`src/rtl/mdio_mm_pkg.sv`:
```
package mdio_mm_pkg;

   localparam int unsigned OFS_RATE_EXT = 32'h000;
   localparam int unsigned OFS_RATE_INT = 32'h004;
   localparam int unsigned OFS_SCAN     = 32'h008;
   localparam int unsigned OFS_CFG      = 32'h23C;
   localparam int unsigned OFS_RDATA    = 32'h240;
   localparam int unsigned OFS_MADDR    = 32'h244;
   localparam int unsigned OFS_CTRL     = 32'h248;
   localparam int unsigned OFS_STATUS   = 32'h24C;

   localparam int unsigned SEG_ID_W     = 3;
   localparam int unsigned FRAME_BITS   = 64;
   localparam int unsigned RELEASE_BITS = 18;
   localparam int unsigned LOCK_BIT     = 28;

   // configuration word layout (bits 25:0)
   typedef struct packed {
      logic                int_sel;
      logic [SEG_ID_W-1:0] seg;
      logic                c45;
      logic [4:0]          phy;
      logic [15:0]         wdata;
   } cfg_word_t;

   function automatic logic [FRAME_BITS-1:0] mk_frame(
      input logic [1:0]  st,
      input logic [1:0]  op,
      input logic [4:0]  pa,
      input logic [4:0]  ra,
      input logic [15:0] d);
      return {32'hFFFF_FFFF, st, op, pa, ra, 2'b10, d};
   endfunction

   function automatic logic [FRAME_BITS-1:0] mk_oe(input logic rd);
      return rd ? ({FRAME_BITS{1'b1}} << RELEASE_BITS) : {FRAME_BITS{1'b1}};
   endfunction

endpackage

```
`src/rtl/mdio_mm_regs.sv`:
```
module mdio_mm_regs
   import mdio_mm_pkg::*;
#(
   parameter int ADDR_W = 12
) (
   input  logic              clk,
   input  logic              rst_n,
   input  logic              bus_we,
   input  logic [ADDR_W-1:0] bus_addr,
   input  logic [31:0]       bus_wdata,
   output logic [31:0]       bus_rdata,
   output logic [31:0]       rate_ext_q,
   output logic [31:0]       rate_int_q,
   output logic [31:0]       scan_q,
   output logic [31:0]       cfg_q,
   output logic [31:0]       maddr_q,
   output logic              go,
   output logic              go_rd,
   input  logic              busy,
   input  logic              fin,
   input  logic              fin_rd,
   input  logic [15:0]       rx,
   output logic              done_q
);

   logic        hit_ctrl;
   logic        op_valid;
   logic        clr;
   logic [15:0] rdd_q;
   logic [1:0]  ctrl_q;

   if (ADDR_W < 10) begin : g_bad_addr
      $error("ADDR_W too narrow for register map");
   end

   assign hit_ctrl = bus_we && (bus_addr == ADDR_W'(OFS_CTRL));
   assign op_valid = (bus_wdata == 32'd1) || (bus_wdata == 32'd2);
   assign go       = hit_ctrl && !busy && op_valid;
   assign go_rd    = go && bus_wdata[1];
   assign clr      = hit_ctrl && !busy && (bus_wdata == 32'd0);

   always_ff @(posedge clk or negedge rst_n) begin
      if (!rst_n) begin
         rate_ext_q <= '0;
         rate_int_q <= '0;
         scan_q     <= '0;
         cfg_q      <= '0;
         maddr_q    <= '0;
         rdd_q      <= '0;
         ctrl_q     <= '0;
         done_q     <= 1'b0;
      end else begin
         if (bus_we) begin
            if (bus_addr == ADDR_W'(OFS_RATE_EXT)) rate_ext_q <= bus_wdata;
            if (bus_addr == ADDR_W'(OFS_RATE_INT)) rate_int_q <= bus_wdata;
            if (bus_addr == ADDR_W'(OFS_SCAN))     scan_q     <= bus_wdata;
            if (bus_addr == ADDR_W'(OFS_CFG))      cfg_q      <= bus_wdata;
            if (bus_addr == ADDR_W'(OFS_MADDR))    maddr_q    <= bus_wdata;
         end
         if (fin) begin
            done_q <= 1'b1;
            if (fin_rd) rdd_q <= rx;
         end
         if (go) begin
            done_q <= 1'b0;
            ctrl_q <= bus_wdata[1:0];
         end
         if (clr) begin
            done_q <= 1'b0;
            ctrl_q <= 2'b00;
         end
      end
   end

   always_comb begin
      bus_rdata = '0;
      unique case (bus_addr)
         ADDR_W'(OFS_RATE_EXT): bus_rdata = rate_ext_q;
         ADDR_W'(OFS_RATE_INT): bus_rdata = rate_int_q;
         ADDR_W'(OFS_SCAN):     bus_rdata = scan_q;
         ADDR_W'(OFS_CFG):      bus_rdata = cfg_q;
         ADDR_W'(OFS_RDATA):    bus_rdata = {16'h0, rdd_q};
         ADDR_W'(OFS_MADDR):    bus_rdata = maddr_q;
         ADDR_W'(OFS_CTRL):     bus_rdata = {30'h0, ctrl_q};
         ADDR_W'(OFS_STATUS):   bus_rdata = {31'h0, done_q};
         default:               bus_rdata = '0;
      endcase
   end

endmodule

```
`src/rtl/mdio_mm_rate.sv`:
```
module mdio_mm_rate #(
   parameter int DIV_W = 16,
   parameter int DVD_W = 8
) (
   input  logic             clk,
   input  logic             rst_n,
   input  logic             en,
   input  logic [DIV_W-1:0] div,
   input  logic [DVD_W-1:0] dvd,
   output logic             tick
);

   logic [DIV_W-1:0] pre_q;
   logic [DVD_W-1:0] post_q;
   logic [DIV_W-1:0] pre_lim;
   logic             pre_wrap;

   if (DIV_W < 1 || DIV_W > 16) begin : g_bad_div
      $error("DIV_W must be 1..16");
   end
   if (DVD_W < 1 || DVD_W > 16) begin : g_bad_dvd
      $error("DVD_W must be 1..16");
   end

   assign pre_lim  = (div == '0) ? '0 : div - 1'b1;
   assign pre_wrap = (pre_q == pre_lim);
   assign tick     = en && pre_wrap && (post_q == dvd);

   always_ff @(posedge clk or negedge rst_n) begin
      if (!rst_n) begin
         pre_q  <= '0;
         post_q <= '0;
      end else if (!en) begin
         pre_q  <= '0;
         post_q <= '0;
      end else if (pre_wrap) begin
         pre_q  <= '0;
         post_q <= (post_q == dvd) ? '0 : post_q + 1'b1;
      end else begin
         pre_q  <= pre_q + 1'b1;
      end
   end

endmodule

```
`src/rtl/mdio_mm_frame.sv`:
```
module mdio_mm_frame
   import mdio_mm_pkg::*;
(
   input  logic                clk,
   input  logic                rst_n,
   input  logic                go,
   input  logic                go_rd,
   input  cfg_word_t           cfg,
   input  logic [20:0]         maddr,
   input  logic                tick,
   input  logic                mdi,
   output logic                run,
   output logic                seg_int,
   output logic [SEG_ID_W-1:0] seg_id,
   output logic                mdc,
   output logic                mdo,
   output logic                mdoe,
   output logic                fin,
   output logic                fin_rd,
   output logic [15:0]         rx
);

   localparam int CNT_W = $clog2(FRAME_BITS);
   localparam logic [CNT_W-1:0] LAST_BIT  = CNT_W'(FRAME_BITS - 1);
   localparam logic [CNT_W-1:0] DATA_BIT0 = CNT_W'(FRAME_BITS - 16);

   logic [FRAME_BITS-1:0] word_q;
   logic [FRAME_BITS-1:0] oe_q;
   logic [CNT_W-1:0]      bit_q;
   logic                  hi_q;
   logic                  pend_q;
   logic                  rd_q;
   logic                  rdfr_q;
   logic [4:0]            phy_q;
   logic [4:0]            dev_q;
   logic [15:0]           wd_q;

   assign mdo  = word_q[FRAME_BITS-1];
   assign mdoe = run && oe_q[FRAME_BITS-1];

   always_ff @(posedge clk or negedge rst_n) begin
      if (!rst_n) begin
         run     <= 1'b0;
         seg_int <= 1'b0;
         seg_id  <= '0;
         mdc     <= 1'b0;
         fin     <= 1'b0;
         fin_rd  <= 1'b0;
         rx      <= '0;
         word_q  <= '0;
         oe_q    <= '0;
         bit_q   <= '0;
         hi_q    <= 1'b0;
         pend_q  <= 1'b0;
         rd_q    <= 1'b0;
         rdfr_q  <= 1'b0;
         phy_q   <= '0;
         dev_q   <= '0;
         wd_q    <= '0;
      end else begin
         fin    <= 1'b0;
         fin_rd <= 1'b0;
         if (!run) begin
            mdc <= 1'b0;
            if (go) begin
               run     <= 1'b1;
               seg_int <= cfg.int_sel;
               seg_id  <= cfg.seg;
               rd_q    <= go_rd;
               phy_q   <= cfg.phy;
               dev_q   <= maddr[20:16];
               wd_q    <= cfg.wdata;
               bit_q   <= '0;
               hi_q    <= 1'b0;
               rx      <= '0;
               if (cfg.c45) begin
                  word_q <= mk_frame(2'b00, 2'b00, cfg.phy, maddr[20:16], maddr[15:0]);
                  oe_q   <= mk_oe(1'b0);
                  rdfr_q <= 1'b0;
                  pend_q <= 1'b1;
               end else begin
                  word_q <= mk_frame(2'b01, go_rd ? 2'b10 : 2'b01, cfg.phy,
                                     maddr[4:0], go_rd ? 16'h0 : cfg.wdata);
                  oe_q   <= mk_oe(go_rd);
                  rdfr_q <= go_rd;
                  pend_q <= 1'b0;
               end
            end
         end else if (tick) begin
            if (!hi_q) begin
               mdc  <= 1'b1;
               hi_q <= 1'b1;
               if (rdfr_q && bit_q >= DATA_BIT0) rx <= {rx[14:0], mdi};
            end else begin
               mdc  <= 1'b0;
               hi_q <= 1'b0;
               if (bit_q == LAST_BIT) begin
                  bit_q <= '0;
                  if (pend_q) begin
                     pend_q <= 1'b0;
                     word_q <= mk_frame(2'b00, rd_q ? 2'b11 : 2'b01, phy_q, dev_q,
                                        rd_q ? 16'h0 : wd_q);
                     oe_q   <= mk_oe(rd_q);
                     rdfr_q <= rd_q;
                  end else begin
                     run    <= 1'b0;
                     fin    <= 1'b1;
                     fin_rd <= rd_q;
                  end
               end else begin
                  bit_q  <= bit_q + 1'b1;
                  word_q <= {word_q[FRAME_BITS-2:0], 1'b0};
                  oe_q   <= {oe_q[FRAME_BITS-2:0], 1'b1};
               end
            end
         end
      end
   end

endmodule

```
`src/rtl/mdio_mm_steer.sv`:
```
module mdio_mm_steer
   import mdio_mm_pkg::*;
#(
   parameter int N_INT = 8,
   parameter int N_EXT = 8
) (
   input  logic                active,
   input  logic                seg_int,
   input  logic [SEG_ID_W-1:0] seg_id,
   input  logic                mdc,
   input  logic                mdo,
   input  logic                mdoe,
   output logic [N_INT-1:0]    int_mdc,
   output logic [N_INT-1:0]    int_o,
   output logic [N_INT-1:0]    int_oe,
   input  logic [N_INT-1:0]    int_i,
   output logic [N_EXT-1:0]    ext_mdc,
   output logic [N_EXT-1:0]    ext_o,
   output logic [N_EXT-1:0]    ext_oe,
   input  logic [N_EXT-1:0]    ext_i,
   output logic                mdi
);

   logic [N_INT-1:0] hit_int;
   logic [N_EXT-1:0] hit_ext;

   for (genvar i = 0; i < N_INT; i++) begin : g_int
      assign hit_int[i] = active && seg_int && (seg_id == SEG_ID_W'(i));
      assign int_mdc[i] = hit_int[i] && mdc;
      assign int_o[i]   = hit_int[i] && mdo;
      assign int_oe[i]  = hit_int[i] && mdoe;
   end

   for (genvar j = 0; j < N_EXT; j++) begin : g_ext
      assign hit_ext[j] = active && !seg_int && (seg_id == SEG_ID_W'(j));
      assign ext_mdc[j] = hit_ext[j] && mdc;
      assign ext_o[j]   = hit_ext[j] && mdo;
      assign ext_oe[j]  = hit_ext[j] && mdoe;
   end

   assign mdi = (|(hit_int & int_i)) | (|(hit_ext & ext_i));

endmodule

```
`src/rtl/mdio_mux_master.sv`:
```
module mdio_mux_master
   import mdio_mm_pkg::*;
#(
   parameter int ADDR_W = 12,
   parameter int N_INT  = 8,
   parameter int N_EXT  = 8,
   parameter int DIV_W  = 16,
   parameter int DVD_W  = 8
) (
   input  logic              clk,
   input  logic              rst_n,
   input  logic              bus_we,
   input  logic [ADDR_W-1:0] bus_addr,
   input  logic [31:0]       bus_wdata,
   output logic [31:0]       bus_rdata,
   output logic              ext_lockout,
   output logic [N_INT-1:0]  int_mdc,
   output logic [N_INT-1:0]  int_mdio_o,
   output logic [N_INT-1:0]  int_mdio_oe,
   input  logic [N_INT-1:0]  int_mdio_i,
   output logic [N_EXT-1:0]  ext_mdc,
   output logic [N_EXT-1:0]  ext_mdio_o,
   output logic [N_EXT-1:0]  ext_mdio_oe,
   input  logic [N_EXT-1:0]  ext_mdio_i
);

   localparam int MAX_SEG = 1 << SEG_ID_W;
   localparam int CFG_W   = $bits(cfg_word_t);

   if (N_INT < 1 || N_INT > MAX_SEG) begin : g_bad_int
      $error("N_INT out of range");
   end
   if (N_EXT < 1 || N_EXT > MAX_SEG) begin : g_bad_ext
      $error("N_EXT out of range");
   end

   logic [31:0]         rate_ext_q, rate_int_q, scan_q, cfg_q, maddr_q;
   logic                go, go_rd, fin, fin_rd, st_done;
   logic                eng_run, eng_busy, tick;
   logic                seg_int, mdc, mdo, mdoe, mdi;
   logic [SEG_ID_W-1:0] seg_id;
   logic [15:0]         rx;
   logic [31:0]         rate_sel;

   assign eng_busy    = eng_run || fin;
   assign ext_lockout = scan_q[LOCK_BIT];
   assign rate_sel    = seg_int ? rate_int_q : rate_ext_q;

   mdio_mm_regs #(.ADDR_W(ADDR_W)) u_regs (
      .clk(clk), .rst_n(rst_n), .bus_we(bus_we), .bus_addr(bus_addr),
      .bus_wdata(bus_wdata), .bus_rdata(bus_rdata),
      .rate_ext_q(rate_ext_q), .rate_int_q(rate_int_q), .scan_q(scan_q),
      .cfg_q(cfg_q), .maddr_q(maddr_q), .go(go), .go_rd(go_rd),
      .busy(eng_busy), .fin(fin), .fin_rd(fin_rd), .rx(rx), .done_q(st_done)
   );

   mdio_mm_rate #(.DIV_W(DIV_W), .DVD_W(DVD_W)) u_rate (
      .clk(clk), .rst_n(rst_n), .en(eng_run),
      .div(rate_sel[DIV_W-1:0]), .dvd(rate_sel[16 +: DVD_W]), .tick(tick)
   );

   mdio_mm_frame u_frame (
      .clk(clk), .rst_n(rst_n), .go(go), .go_rd(go_rd),
      .cfg(cfg_word_t'(cfg_q[CFG_W-1:0])), .maddr(maddr_q[20:0]),
      .tick(tick), .mdi(mdi), .run(eng_run), .seg_int(seg_int),
      .seg_id(seg_id), .mdc(mdc), .mdo(mdo), .mdoe(mdoe),
      .fin(fin), .fin_rd(fin_rd), .rx(rx)
   );

   mdio_mm_steer #(.N_INT(N_INT), .N_EXT(N_EXT)) u_steer (
      .active(eng_run), .seg_int(seg_int), .seg_id(seg_id),
      .mdc(mdc), .mdo(mdo), .mdoe(mdoe),
      .int_mdc(int_mdc), .int_o(int_mdio_o), .int_oe(int_mdio_oe), .int_i(int_mdio_i),
      .ext_mdc(ext_mdc), .ext_o(ext_mdio_o), .ext_oe(ext_mdio_oe), .ext_i(ext_mdio_i),
      .mdi(mdi)
   );

endmodule

```
`config.mk`:
```
export PLATFORM = sky130hd
export DESIGN_NAME = mdio_mux_master
export DESIGN_NICKNAME = d
export VERILOG_FILES = /design/src/rtl/mdio_mm_pkg.sv /design/src/rtl/mdio_mm_regs.sv /design/src/rtl/mdio_mm_rate.sv /design/src/rtl/mdio_mm_frame.sv /design/src/rtl/mdio_mm_steer.sv /design/src/rtl/mdio_mux_master.sv
export SDC_FILE = /design/constraint.sdc
export NUM_CORES = 1
export LEC_CHECK = 0
export BUFFER_PORTS_ARGS = -buffer_cell sky130_fd_sc_hd__buf_2
export CAP_MARGIN = 10
export CORE_AREA = 2 2 180 182
export DETAILED_ROUTE_END_ITERATION = 7
export DIE_AREA = 0 0 182 184
export PLACE_DENSITY = 0.79
export SKIP_CTS_REPAIR_TIMING = 1
export SLEW_MARGIN = 20
export SYNTH_ARGS = -nofsm -noshare
export SYNTH_HDL_FRONTEND = slang
export SYNTH_SLANG_ARGS = --single-unit
```
`constraint.sdc`:
```
create_clock -name clk -period 5.9 [get_ports clk]
set_input_delay 1.18 -clock clk [delete_from_list [all_inputs] [get_ports clk]]
set_output_delay 1.18 -clock clk [all_outputs]
set_load 0.05 [all_outputs]
```
Yosys cells after proc, flatten, opt, wreduce, memory -nomap -nowiden. Index checks and enable logic that the tools add are counted. W data, S select, Z words.

Multipliers: 0. Equal/unequal tests: 27. Div/mod/pow operators: 0. Bitwise gates (word level): 4. Shift-type cells: 0. Reductions and logical operators: 101. Add/subtract/negate cells: 4. Mux-type cells: 77. Magnitude comparators: 1.

Operators by type and width (number): $mux W64 (13); $pmux W32 S8 (1); $mux W16 (10); $logic_and A1 B1 Y1 (75); $eq A12 B10 Y1 const B (5); $mux W1 (37); $mux W18 (2); $eq A32 B1 Y1 const B (1); $eq A32 B2 Y1 const B (1); $logic_not A32 Y1 (1); $mux W31 (1); $mux W6 (5); $mux W24 (1); $mux W8 (3); $add A16 B1 Y16 const B (1); $and A8 B8 Y8 (2); $eq A16 B16 Y1 (1); $logic_not A16 Y1 (1); $reduce_and A2 Y1 (8); $reduce_or A8 Y1 (2); $sub A16 B1 Y16 const B (1); $ne A2 B2 Y1 const B (7); $eq A12 B3 Y1 const B (1); $eq A12 B4 Y1 const B (1); other kinds (21) (33).

Output and inout port bits: 81. Bits in latches: 0. Input bits: 63. Logic and storage cells: 241. ROM bits: 0. Memories kept: 0. Register bits: 391. RAM bits: 0.

Longest topological paths before layout. Gate-level depths: netlist (run 1).

Depth in word-level cells: 10. Depth in mapped cells: 20. Depth with buffers taken out: 12.

Cells and area by module. Synthesis (run 1) repeated with hierarchy kept, for this count alone.

Cell total of the unflattened synthesis: 1700. Area total of the unflattened synthesis: 19162.1 um^2.

By module, submodules not included: mdio_mm_regs (cells an instance 614, instances 1, area each 8244.2 um^2, sequential area each 4479.3 um^2); mdio_mm_frame (cells an instance 728, instances 1, area each 7917.6 um^2, sequential area each 4704.5 um^2); mdio_mm_rate (cells an instance 237, instances 1, area each 1995.7 um^2, sequential area each 600.6 um^2); mdio_mm_steer (cells an instance 93, instances 1, area each 601.8 um^2, sequential area each 0.0 um^2); mdio_mux_master (cells an instance 28, instances 1, area each 402.9 um^2, sequential area each 0.0 um^2).

Worst setup path before layout (run 1). Ideal clock, no wire load.

Kind: register to register. Start point: register u_frame.seg_int. End point: register u_frame.bit_q[0]. Path buffers: 6. Arrival time: 4794 ps. Stages on the path, launching flop included: 19. Clock period less this slack: 4861 ps. Path slack: 1039 ps. Data required time: 5833 ps. Library setup time: 67 ps. Cell sequence: dfrtp_1 > buf_2 > buf_2 > buf_4 > buf_1 > mux2i_1 > ha_1 > nor4b_2 > o22ai_1 > or3_1 > clkbuf_1 > mux2_2 > a31oi_1 > nor4_1 > nand4_1 > o31a_1 > clkbuf_1 > or4b_2 > nand2_1.

Longest elaborated chain between the ends: 8. Elaborated cells between the ends (all ways): 10. Those cells by class: add/sub (1); eq/ne (3); mux (2); reduce/logical (4).

Ends and longest elaborated chain: from (decl) (RTL line mdio_mm_frame.sv:13) `output logic seg_int,`; from (signal assigned) (RTL line mdio_mm_frame.sv:67) `seg_int <= cfg.int_sel;`; $mux W24 * (RTL line mdio_mux_master.sv:47) `assign rate_sel = seg_int ? rate_int_q : rate_ext_q;`; $sub A16 B1 Y16 / $logic_not A16 Y1 (equally long branches) (RTL line mdio_mm_rate.sv:25) `assign pre_lim = (div == '0) ? '0 : div - 1'b1;`; $mux W16 (RTL line mdio_mm_rate.sv:25); $eq A16 B16 Y1 (RTL line mdio_mm_rate.sv:26) `assign pre_wrap = (pre_q == pre_lim);`; $logic_and A1 B1 Y1 (RTL line mdio_mm_rate.sv:27) `assign tick = en && pre_wrap && (post_q == dvd);`; $logic_and A1 B1 Y1 * (RTL line mdio_mm_rate.sv:27); $ne A2 B2 Y1 (no line) *; $reduce_and A3 Y1 (no line) *; to (signal assigned) (RTL line mdio_mm_frame.sv:111) `bit_q <= bit_q + 1'b1;`; to (decl) (RTL line mdio_mm_frame.sv:29) `logic [CNT_W-1:0] bit_q;`.

Mark *: on every way between the ends. The rest lies on a longest branch, timed or not. A chain may end at the register's enable or synchronous reset.

Worst setup path after layout (run 1).
Start point: register u_frame.seg_int. End point: register u_frame.word_q[29].

Longest elaborated chain between the ends: 8. Elaborated cells between the ends (all ways): 10. Those cells by class: add/sub (1); eq/ne (3); mux (2); reduce/logical (4).

Ends and longest elaborated chain: $mux W24 * (RTL line mdio_mux_master.sv:47); $sub A16 B1 Y16 / $logic_not A16 Y1 (equally long branches) (RTL line mdio_mm_rate.sv:25); $mux W16 (RTL line mdio_mm_rate.sv:25); $eq A16 B16 Y1 (RTL line mdio_mm_rate.sv:26); $logic_and A1 B1 Y1 (RTL line mdio_mm_rate.sv:27); $logic_and A1 B1 Y1 * (RTL line mdio_mm_rate.sv:27); $ne A2 B2 Y1 (no line) *; $reduce_and A4 Y1 (no line) *; to (signal assigned) (RTL line mdio_mm_frame.sv:77) `word_q <= mk_frame(2'b00, 2'b00, cfg.phy, maddr[20:16], maddr[15:0]);`; to (signal assigned) (RTL line mdio_mm_frame.sv:82) `word_q <= mk_frame(2'b01, go_rd ? 2'b10 : 2'b01, cfg.phy,`; to (signal assigned) (RTL line mdio_mm_frame.sv:101) `word_q <= mk_frame(2'b00, rd_q ? 2'b11 : 2'b01, phy_q, dev_q,`; to (decl) (RTL line mdio_mm_frame.sv:27) `logic [FRAME_BITS-1:0] word_q;`.

Marked as above.

==> out/results.tsv, run 1 <==
metric	value	unit
worst_clock_skew	0.0134	ns
grt_pass1_wl	78900	microns
cts.htree.levels	2	
cts_buffer_depth	3	
synth_edf_count	0	
ys.flop_type	dfrtp_1	
setup_viol	0	
syn_to_final_growth	13.4	%
rows	65	
nFillCells	2333	
worstHoldEndpoint	u_frame.phy_q[4]	
die_area	33500	sq um
synth_cell_type_count	65	
r2r_slack	0.41	ns
place_congestion	0.861	
diodes	0	
status	complete, no violations	
place_inst	2198	
vias	14500	
synth-seq-cells	391	
cts_tree	yes	
maxCapViolCount	0	
async_flop_share	100	%
wl_per_cell	21.7	microns
start_kind	flip-flop	
drt-vias-per-instance	6.38	
ys_seq_area_share	52.2	%
grt_antenna_before_repair	1	
r2r-start	u_frame.seg_int	
cp-end-kind	flip-flop	
cts.clk_slew.worst_paths	0.06	ns
synth_top_area_cell	dfrtp_1	
dpl.hpwl	32000	microns
synth-compound-area-share	14.6	%
period_share	93.1	%
reg2regPathDepth	12	
synth_top_family_by_area	simple AND/OR/NAND/NOR gates	
p_total	7.60	mW
clkLatencyLatePin	0.54	ns
worst_pin_slew	0.974	ns
port_buffers	143	
ir_drop	259	uV
grt_util_all_layers	29.8	%
synthTopCellsByArea	dfrtp_1 52%, mux2_2 12%, nor2_1 3.9%	
hp-class	reg2reg	
dieHeight	184	microns
overflow	0	
timing.rr.end	u_frame.word_q[29]	
clock-sinks	391	
power.leakage	9.98	nW
fin_nets	1906	
synth.top_cell.area_share	52.2	%
grt_max_degree	141	
fin_area	21300	sq um
hold_depth	2	
cts_root_buf	clkbuf_16	
dieWidth	182	microns
mappedNetlistArea	18800	sq um
slew-limit-headroom	35.1	%
path_max_fanout	81	
path_class	reg2reg	
tns	0	ns
cts_buffers	40	
grt_pass1_vias	14500	
initial_core_util	59.8	%
ys_warn_count	0	
drcViolationCount	0	
ioPinCount	144	
ant_nets	0	
yosys.area_share.simple	15.4	%
routed_wl	49200	microns
coreArea	31400	sq um
initialDrtViolationCount	1764	
placed_area	19800	sq um
syn_avg_cell_area	10.8	sq um
critical_path_arrival	5.91	ns
synthAdderAreaFrac	0.267	%
drive_above_1_share	27.5	%
power_density	357	nW/um^2
final_cells	2270	
rsz0062_at_grt	false	
whs	0.466	ns
hold_viol_final	0	
drv_slew	0	
crit_required	6.32	ns
firstDrtPassIters	6	
worstHoldStart	u_frame.phy_q[4]	
final.min_clock_period	5.49	ns
synthMuxAreaShare	13.2	%
synth_xor_area_share	1.82	%
synth_cells	1740	
fmax	182	MHz
syn-num-nets	1807	
[cells in the final DEF, fill, tap and decap left out, types with 7 or more instances in the layout]
| cell | instances |
|---|---|
| nor2_1 | 195 |
| nand2b_1 | 8 |
| nor4_1 | 17 |
| a21oi_1 | 56 |
| o21ba_1 | 27 |
| dfrtp_1 | 390 |
| nand4_1 | 11 |
| o21ai_0 | 44 |
| mux2_2 | 195 |
| clkbuf_16 | 40 |
| buf_4 | 20 |
| xor2_1 | 21 |
| mux2i_1 | 25 |
| nand2_1 | 190 |
| o21ba_2 | 52 |
| a22o_1 | 35 |
| nand3b_1 | 7 |
| or4_1 | 7 |
| or3_1 | 8 |
| a22oi_1 | 33 |
| and3_1 | 9 |
| xnor2_1 | 18 |
| clkinv_2 | 7 |
| a222oi_1 | 34 |
| and2_1 | 54 |
| nor3_1 | 27 |
| a221oi_1 | 20 |
| a31oi_1 | 13 |
| nand3_1 | 38 |
| buf_2 | 142 |
| clkbuf_8 | 12 |
| inv_1 | 8 |
[routing by layer]
metal  track usage, %  share of wire (%)
met5                0              0.026
met4             10.7                2.9
met3             6.16                8.2
met2             48.1                 47
met1             40.3                 42
[cells in the mapped netlist, types with 3 or more instances]
| master | instances |
|---|---|
| nand2b_1 | 8 |
| nand4_1 | 11 |
| o21a_1 | 3 |
| nor3b_1 | 3 |
| xnor2_1 | 18 |
| a211oi_1 | 6 |
| a31oi_1 | 13 |
| nand4b_1 | 3 |
| o31ai_1 | 3 |
| a22o_1 | 35 |
| o21ba_2 | 52 |
| or4_1 | 7 |
| a22oi_1 | 33 |
| a21oi_1 | 56 |
| a222oi_1 | 34 |
| a221oi_1 | 20 |
| and2_1 | 54 |
| clkbuf_1 | 76 |
| or3_1 | 8 |
| nand3_1 | 38 |
| a21bo_2 | 3 |
| nor4b_1 | 5 |
| o21ai_0 | 44 |
| buf_1 | 18 |
| or4b_2 | 5 |
| ha_1 | 4 |
| and3_1 | 9 |
| o21ai_1 | 4 |
| nor2_1 | 197 |
| buf_2 | 14 |
| nor3_1 | 31 |
| nor4_1 | 19 |
| nand3b_1 | 7 |
| o21ba_1 | 27 |
| nor2b_1 | 6 |
| o22ai_1 | 4 |
| inv_1 | 8 |
| buf_4 | 4 |
| mux2_2 | 195 |
| xor2_1 | 21 |
| mux2i_1 | 25 |
| nand2_1 | 191 |
| dfrtp_1 | 391 |
[report_power, final]
group | leakage [nW] | total (mW) | internal, mW | switching (mW)
Sequential | 4.92 | 3.26 | 3.01 | 0.249
Combinational | 4.37 | 1.69 | 0.681 | 1.01
Clock | 0.688 | 2.66 | 1.58 | 1.08
[area by class of cell]
class	instances	area (sq um)	area share, %
Clock buffer	55	1180	5.54
Clock inverter	16	215	1.01
Inverter	9	33.8	0.159
Multi-Input combinational cell	1228	8550	40.2
Sequential cell	391	9790	46.0
Tap cell	402	503	2.37
Timing Repair Buffer	169	1000	4.72
[per-stage QoR]
stage               worst slack (ns)  utilization (%)
floorplan                       1.04                -
global placement               0.680             63.2
detailed placement             0.500             63.2
CTS                            0.432             67.6
global route                  0.0478             67.7
finish                         0.407             67.7
[flip-flops by register name, indices dropped and copies added (netlist names), 32 cells and up]
register,cells
u_frame.oe_q,64
u_frame.word_q,64
u_regs.cfg_q,32
u_regs.maddr_q,32
u_regs.rate_ext_q,32
u_regs.rate_int_q,32
u_regs.scan_q,32
[worst max-delay path by stage]
stage | startpoint | to | cells after the start
global route | u_frame.seg_int | u_frame.word_q[45] | 13
global placement | u_frame.seg_int | u_frame.word_q[57] | 13
finish | u_frame.seg_int | u_frame.word_q[29] | 12
CTS | u_frame.seg_int | u_frame.oe_q[61] | 13
detailed placement | u_frame.seg_int | u_frame.oe_q[61] | 13
floorplan | u_frame.seg_int | u_frame.bit_q[0] | 18
[cells by family (layout without fill, tap and decap cells)]
group | Yosys count | count (layout)
AO/OA/AOI/OAI | 351 | 351
XOR/XNOR | 39 | 39
adder cells (fa/ha/maj) | 4 | 4
buffers and inverters | 121 | 249
flip-flops | 391 | 391
multiplexers | 221 | 221
AND/OR/NAND/NOR | 613 | 613
[critical path, cell delays in order, from the launching register on]
cell and delay, ns:
dfrtp_2 0.61, mux2i_1 0.50, ha_1 0.30, nor4b_2 0.47, o22ai_1 0.45, or3_1 0.58, mux2_2 0.26, a31oi_1 0.05
nor4_1 0.29, nand4_1 0.44, o41ai_4 0.62, buf_12 0.34, mux2_2 0.38
Note: power is estimated with default switching activity, not from simulation.
==> inputs of run 2 (changes only) <==
- CELL_PAD_IN_SITES_DETAIL_PLACEMENT: default -> 0
- CELL_PAD_IN_SITES_GLOBAL_PLACEMENT: default -> 2
- CORE_AREA: 2 2 180 182 -> 2 2 262 187
- DIE_AREA: 0 0 182 184 -> 0 0 264 189
- PLACE_DENSITY: 0.79 -> default
- PLACE_DENSITY_LB_ADDON: default -> 0.1
==> out/results.tsv, run 2 (synthesis gave the netlist of run 1 again) <==
metric	value	unit	change
hp-class	reg2reg		
coreArea	47300	sq um	+51%
placed_area	20200	sq um	+1.9%
cts_root_buf	clkbuf_16		
firstDrtPassIters	6		unchanged
grt_max_degree	128		-9.2%
r2r-start	u_frame.seg_int		
rsz0062_at_grt	false		
cts_buffer_depth	3		unchanged
slew-limit-headroom	34.6	%	-0.53 points
dieWidth	264	microns	+45%
hold_viol_final	0		unchanged
tns	0	ns	unchanged
critical_path_arrival	5.68	ns	-0.23 ns
power_density	353	nW/um^2	-1.3%
start_kind	flip-flop		
fmax	191	MHz	+5.0%
dpl_worst_slack	0.659	ns	+0.159 ns
vias	14100		-3.0%
clkLatencyLatePin	0.56	ns	+0.02 ns
routed_wl	54100	microns	+10%
critPathMaxStageDelay	0.55	ns	-0.07 ns
worst_clock_skew	0.0197	ns	+0.00633 ns
place_congestion	0.855		-0.70%
ir_drop	259	uV	about the same
initialDrtViolationCount	1201		-32%
drcViolationCount	0		unchanged
fin_nets	1923		+0.89%
grt_pass1_vias	14100		-3.1%
initial_core_util	39.7	%	-20 points
p_total	7.62	mW	+0.29%
final.setup.worst_slack	0.666	ns	+0.259 ns
crit_required	6.34	ns	+0.02 ns
syn_to_final_growth	15.2	%	
fin_area	21600	sq um	+1.6%
reg2regPathDepth	14		+2
port_buffers	143		unchanged
ant_nets	0		unchanged
die_area	49900	sq um	+49%
drt-vias-per-instance	5.60		-12%
cts_buffers	42		+5.0%
whs	0.466	ns	+0.000670 ns
path_max_fanout	34		-58%
layout_commonest_cell	dfrtp_1		
layout_common_cells	390 x dfrtp_1, 196 x nor2_1, 195 x mux2_2		
rows	67		+3.1%
path_class	reg2reg		
cts_tree	yes		
grt_antenna_before_repair	0		-1
worst_pin_slew	0.979	ns	+0.00565 ns
ioPinCount	144		unchanged
cp-end-kind	flip-flop		
worstHoldEndpoint	u_frame.phy_q[1]		
power.leakage	10.0	nW	+0.49%
r2r_slack	0.67	ns	+0.26 ns
crit_chain	mux2i_1 -> ha_1 -> nor4b_2 -> o22ai_1 -> buf_4 -> or3_1 -> mux2_2 -> a31oi_1 -> nor4_1 -> nand4_1 -> nor4_2 -> nand2_2 -> buf_12 -> o21ba_2		
reg_top3	u_frame.oe_q: 64 flops, u_frame.word_q: 64 flops		
crit_slowest_cell	nor4_2		
dieHeight	189	microns	+2.7%
timing.rr.end	u_frame.oe_q[25]		
drv_slew	0		unchanged
diodes	0		unchanged
clock-sinks	391		unchanged
maxCapViolCount	0		unchanged
dpl.hpwl	36600	microns	+14%
drive_above_1_share	27.6	%	+0.19 points
status	complete, no violations		
hold_depth	2		unchanged
final.min_clock_period	5.23	ns	-0.259 ns
wl_per_cell	21.6	microns	-0.49%
overflow	0		unchanged
cts.clk_slew.worst_paths	0.06	ns	about the same
grt_util_all_layers	21.9	%	-7.9 points
worstHoldStart	u_frame.phy_q[1]		
setup_viol	0		unchanged
grt_pass1_wl	85500	microns	+8.3%
cts.htree.levels	2		unchanged
period_share	88.7	%	-4.4 points
[run 2: cell type report]
type	instances	area, sq um
tap	621	777
sequential	391	9790
multi-input combinational	1228	8530
inverter	9	33.8
fill	4422	25700
timing repair buffer	184	1080
clock inverter	12	156
clock buffer	64	1230
[run 2: layer usage]
metal / vias up / GRT usage, % / part of all wire [%] / wire, microns
li1: 6496 / - / - / -
met1: 7088 / 34.2 / 50 / 27300
met2: 422 / 31.8 / 42 / 22500
met4: 0 / 4.46 / 1.6 / 862
met5: - / 0 / 0 / 0
met3: 53 / 3.65 / 6.3 / 3430
[run 2: through the flow]
stage	utilization (%)	instances
6_report	45.7	2509
5_1_grt	45.7	2509
4_1_cts	45.7	2509
3_5_place_dp	42.7	2433
3_3_place_gp	42.7	2433
2_1_floorplan	-	1740
[run 2: how the worst max path moves through the flow]
stage	start	end	slack (ns)
after floorplan	u_frame.seg_int	u_frame.bit_q[0]	1.04
after global placement	u_frame.seg_int	u_frame.oe_q[23]	0.78
after detailed placement	u_frame.seg_int	u_frame.oe_q[20]	0.66
after CTS	u_frame.seg_int	u_frame.oe_q[21]	0.67
after global routing	u_frame.seg_int	u_frame.oe_q[23]	0.25
final	u_frame.seg_int	u_frame.oe_q[25]	0.67
[run 2: report_power, final]
group	leakage, nW	internal [mW]	switching, mW	total [mW]
sequential	4.92	3.01	0.258	3.26
combinational	4.43	0.700	0.982	1.68
clock	0.682	1.58	1.10	2.68
[run 2: worst max-delay path: cells and delay by family, from the launching register on]
family	cells	cell delay, ns
AND/OR/NAND/NOR	6	2.71
multiplexers	2	0.71
buffers and inverters	2	0.55
AO/OA/AOI/OAI	3	0.44
flip-flops	1	0.39
adder cells (fa/ha/maj)	1	0.29
==> inputs of run 3 (changes only) <==
- HOLD_SLACK_MARGIN: default -> 0.1
- clock period: 5.9 -> 4.9 ns (I/O delays scaled with it)
==> out/results.tsv, run 3 (synthesis gave the netlist of run 1 again) <==
metric	value	unit	change
fmax	219	MHz	+15%
r2r-start	u_regs.rate_ext_q[0]		
initial_core_util	39.7	%	unchanged
worst_clock_skew	0.0164	ns	-0.00333 ns
coreArea	47300	sq um	unchanged
fin_nets	1935		+0.62%
final.min_clock_period	4.56	ns	-0.673 ns
final_cells	2517		+0.32%
grt_pass1_wl	85600	microns	+0.14%
wl_met2	23000	microns	+2.0%
grt_pass1_vias	14000		-0.42%
cts.clk_slew.worst_paths	0.06	ns	about the same
cts_tree	yes		
crit_slowest_cell	or3_1		
ioPinCount	144		unchanged
path_common_cell	buf_12		
crit_chain	mux2i_1 -> ha_1 -> nor4b_2 -> o22ai_1 -> or3_1 -> mux2_2 -> a31oi_1 -> nor4_1 -> nand4_1 -> buf_4 -> o41ai_4 -> buf_12 -> buf_12 -> nor2_1 -> o21ba_2		
status	complete, no violations		
power_density	422	nW/um^2	+20%
ir_drop	221	uV	-15%
drt-vias-per-instance	5.61		+0.14%
drive_above_1_share	27.9	%	+0.25 points
r2r_slack	0.34	ns	-0.33 ns
die_area	49900	sq um	unchanged
tns	0	ns	unchanged
grt_max_degree	121		-5.5%
syn_to_final_growth	15.8	%	
maxCapViolCount	0		unchanged
routed_wl	54800	microns	+1.3%
firstDrtPassIters	7		+1
cts_root_buf	clkbuf_16		
hp-class	reg2reg		
timing.rr.end	u_frame.oe_q[27]		
vias	14100		+0.46%
grt_antenna_before_repair	2		+2
worstHoldStart	u_frame.dev_q[1]		
place_inst	2444		+0.45%
diodes	0		unchanged
worstHoldEndpoint	u_frame.dev_q[1]		
overflow	0		unchanged
power.leakage	10.1	nW	+0.61%
port_buffers	143		unchanged
reg_top3	u_frame.oe_q: 64 flops, u_frame.word_q: 64 flops		
placed_area	20400	sq um	+1.0%
drv_slew	0		unchanged
dieWidth	264	microns	unchanged
hold_depth	2		unchanged
reg2regPathDepth	15		+1
layout_commonest_cell	dfrtp_1		
grt_util_all_layers	22.1	%	+0.17 points
path_max_fanout	21		-38%
clkLatencyLatePin	0.55	ns	about the same
cts_buffer_depth	3		unchanged
dpl_worst_slack	0.404	ns	-0.255 ns
cp-end-kind	flip-flop		
fin_area	21700	sq um	+0.60%
dr.max_layer_used	met4		
met3_length	3390	microns	-1.1%
wl_met1	27300	microns	about the same
layout_common_cells	390 x dfrtp_1, 196 x nor2_1, 195 x mux2_2		
slew-limit-headroom	31.2	%	-3.4 points
dieHeight	189	microns	unchanged
rows	67		unchanged
place_congestion	0.893		+4.3%
hold_viol_final	0		unchanged
final.setup.worst_slack	0.340	ns	-0.327 ns
cts.htree.levels	2		unchanged
critical_path_arrival	5.05	ns	-0.63 ns
setup_viol	0		unchanged
worst_pin_slew	1.03	ns	+0.0534 ns
dpl.hpwl	37500	microns	+2.4%
start_kind	flip-flop		
critPathMaxStageDelay	0.54	ns	about the same
wl_per_cell	21.8	microns	+0.94%
initialDrtViolationCount	1218		+1.4%
ant_nets	0		unchanged
path_class	reg2reg		
drcViolationCount	0		unchanged
cts_buffers	43		+2.4%
rsz0062_at_grt	false		
clock-sinks	391		unchanged
period_share	93.1	%	+4.4 points
crit_required	5.39	ns	-0.95 ns
## run 3: cell types whose count changed in the layout (fill, tap and decap cells not counted), sizes merged
cell	before	now
clkinv	7	4
bufinv	3	1
inv	10	11
clkbuf	64	65
buf	184	195
## run 3: area by class of cell
type / count / area [sq um]
clock buffer: 65 / 1240
clock inverter: 8 / 78.8
fill: 4467 / 25600
inverter: 9 / 33.8
multi-input combinational: 1228 / 8540
sequential: 391 / 9790
tap: 621 / 777
timing repair buffer: 195 / 1280
## run 3: how the worst max path moves through the flow
stage                          from                to  slack, ns  depth (start not counted)
3_5_place_dp   u_regs.rate_ext_q[0]  u_frame.oe_q[19]       0.40                         15
6_report       u_regs.rate_ext_q[0]  u_frame.oe_q[27]       0.34                         15
4_1_cts        u_regs.rate_ext_q[0]  u_frame.oe_q[27]       0.39                         15
2_1_floorplan       u_frame.seg_int  u_frame.bit_q[0]       0.04                         18
5_1_grt        u_regs.rate_ext_q[0]  u_frame.oe_q[14]       0.09                         15
3_3_place_gp   u_regs.rate_ext_q[0]  u_frame.oe_q[19]       0.45                         15
## run 3: critical path, delay by kind of cell (launching register included)
| kind | cells | cell delay, ns |
|---|---|---|
| flip-flops | 1 | 0.45 |
| buffers and inverters | 3 | 0.65 |
| AO/OA/AOI/OAI | 4 | 0.93 |
| AND/OR/NAND/NOR | 5 | 1.58 |
| adder cells (fa/ha/maj) | 1 | 0.26 |
| multiplexers | 2 | 0.59 |
## run 3: where the power goes
group	internal [mW]	leakage (nW)	switching [mW]
logic	0.927	4.53	1.24
registers	3.62	4.92	0.293
clock network	1.79	0.644	1.31
## run 3: layer usage
layer,global-route usage [%],up-vias
met1,34.2,7120
li1,-,6523
met4,5.33,0
met5,0,-
met3,3.64,67
met2,31.9,413
## run 3: per-stage QoR
step	util [%]	hold WS, ns	total power [mW]
floorplan	-	0.439	5.40
global placement	43.2	0.450	6.10
detailed placement	43.2	0.456	6.14
CTS	46.0	0.468	9.29
global route	46.0	0.485	9.73
finish	46.0	0.463	9.17
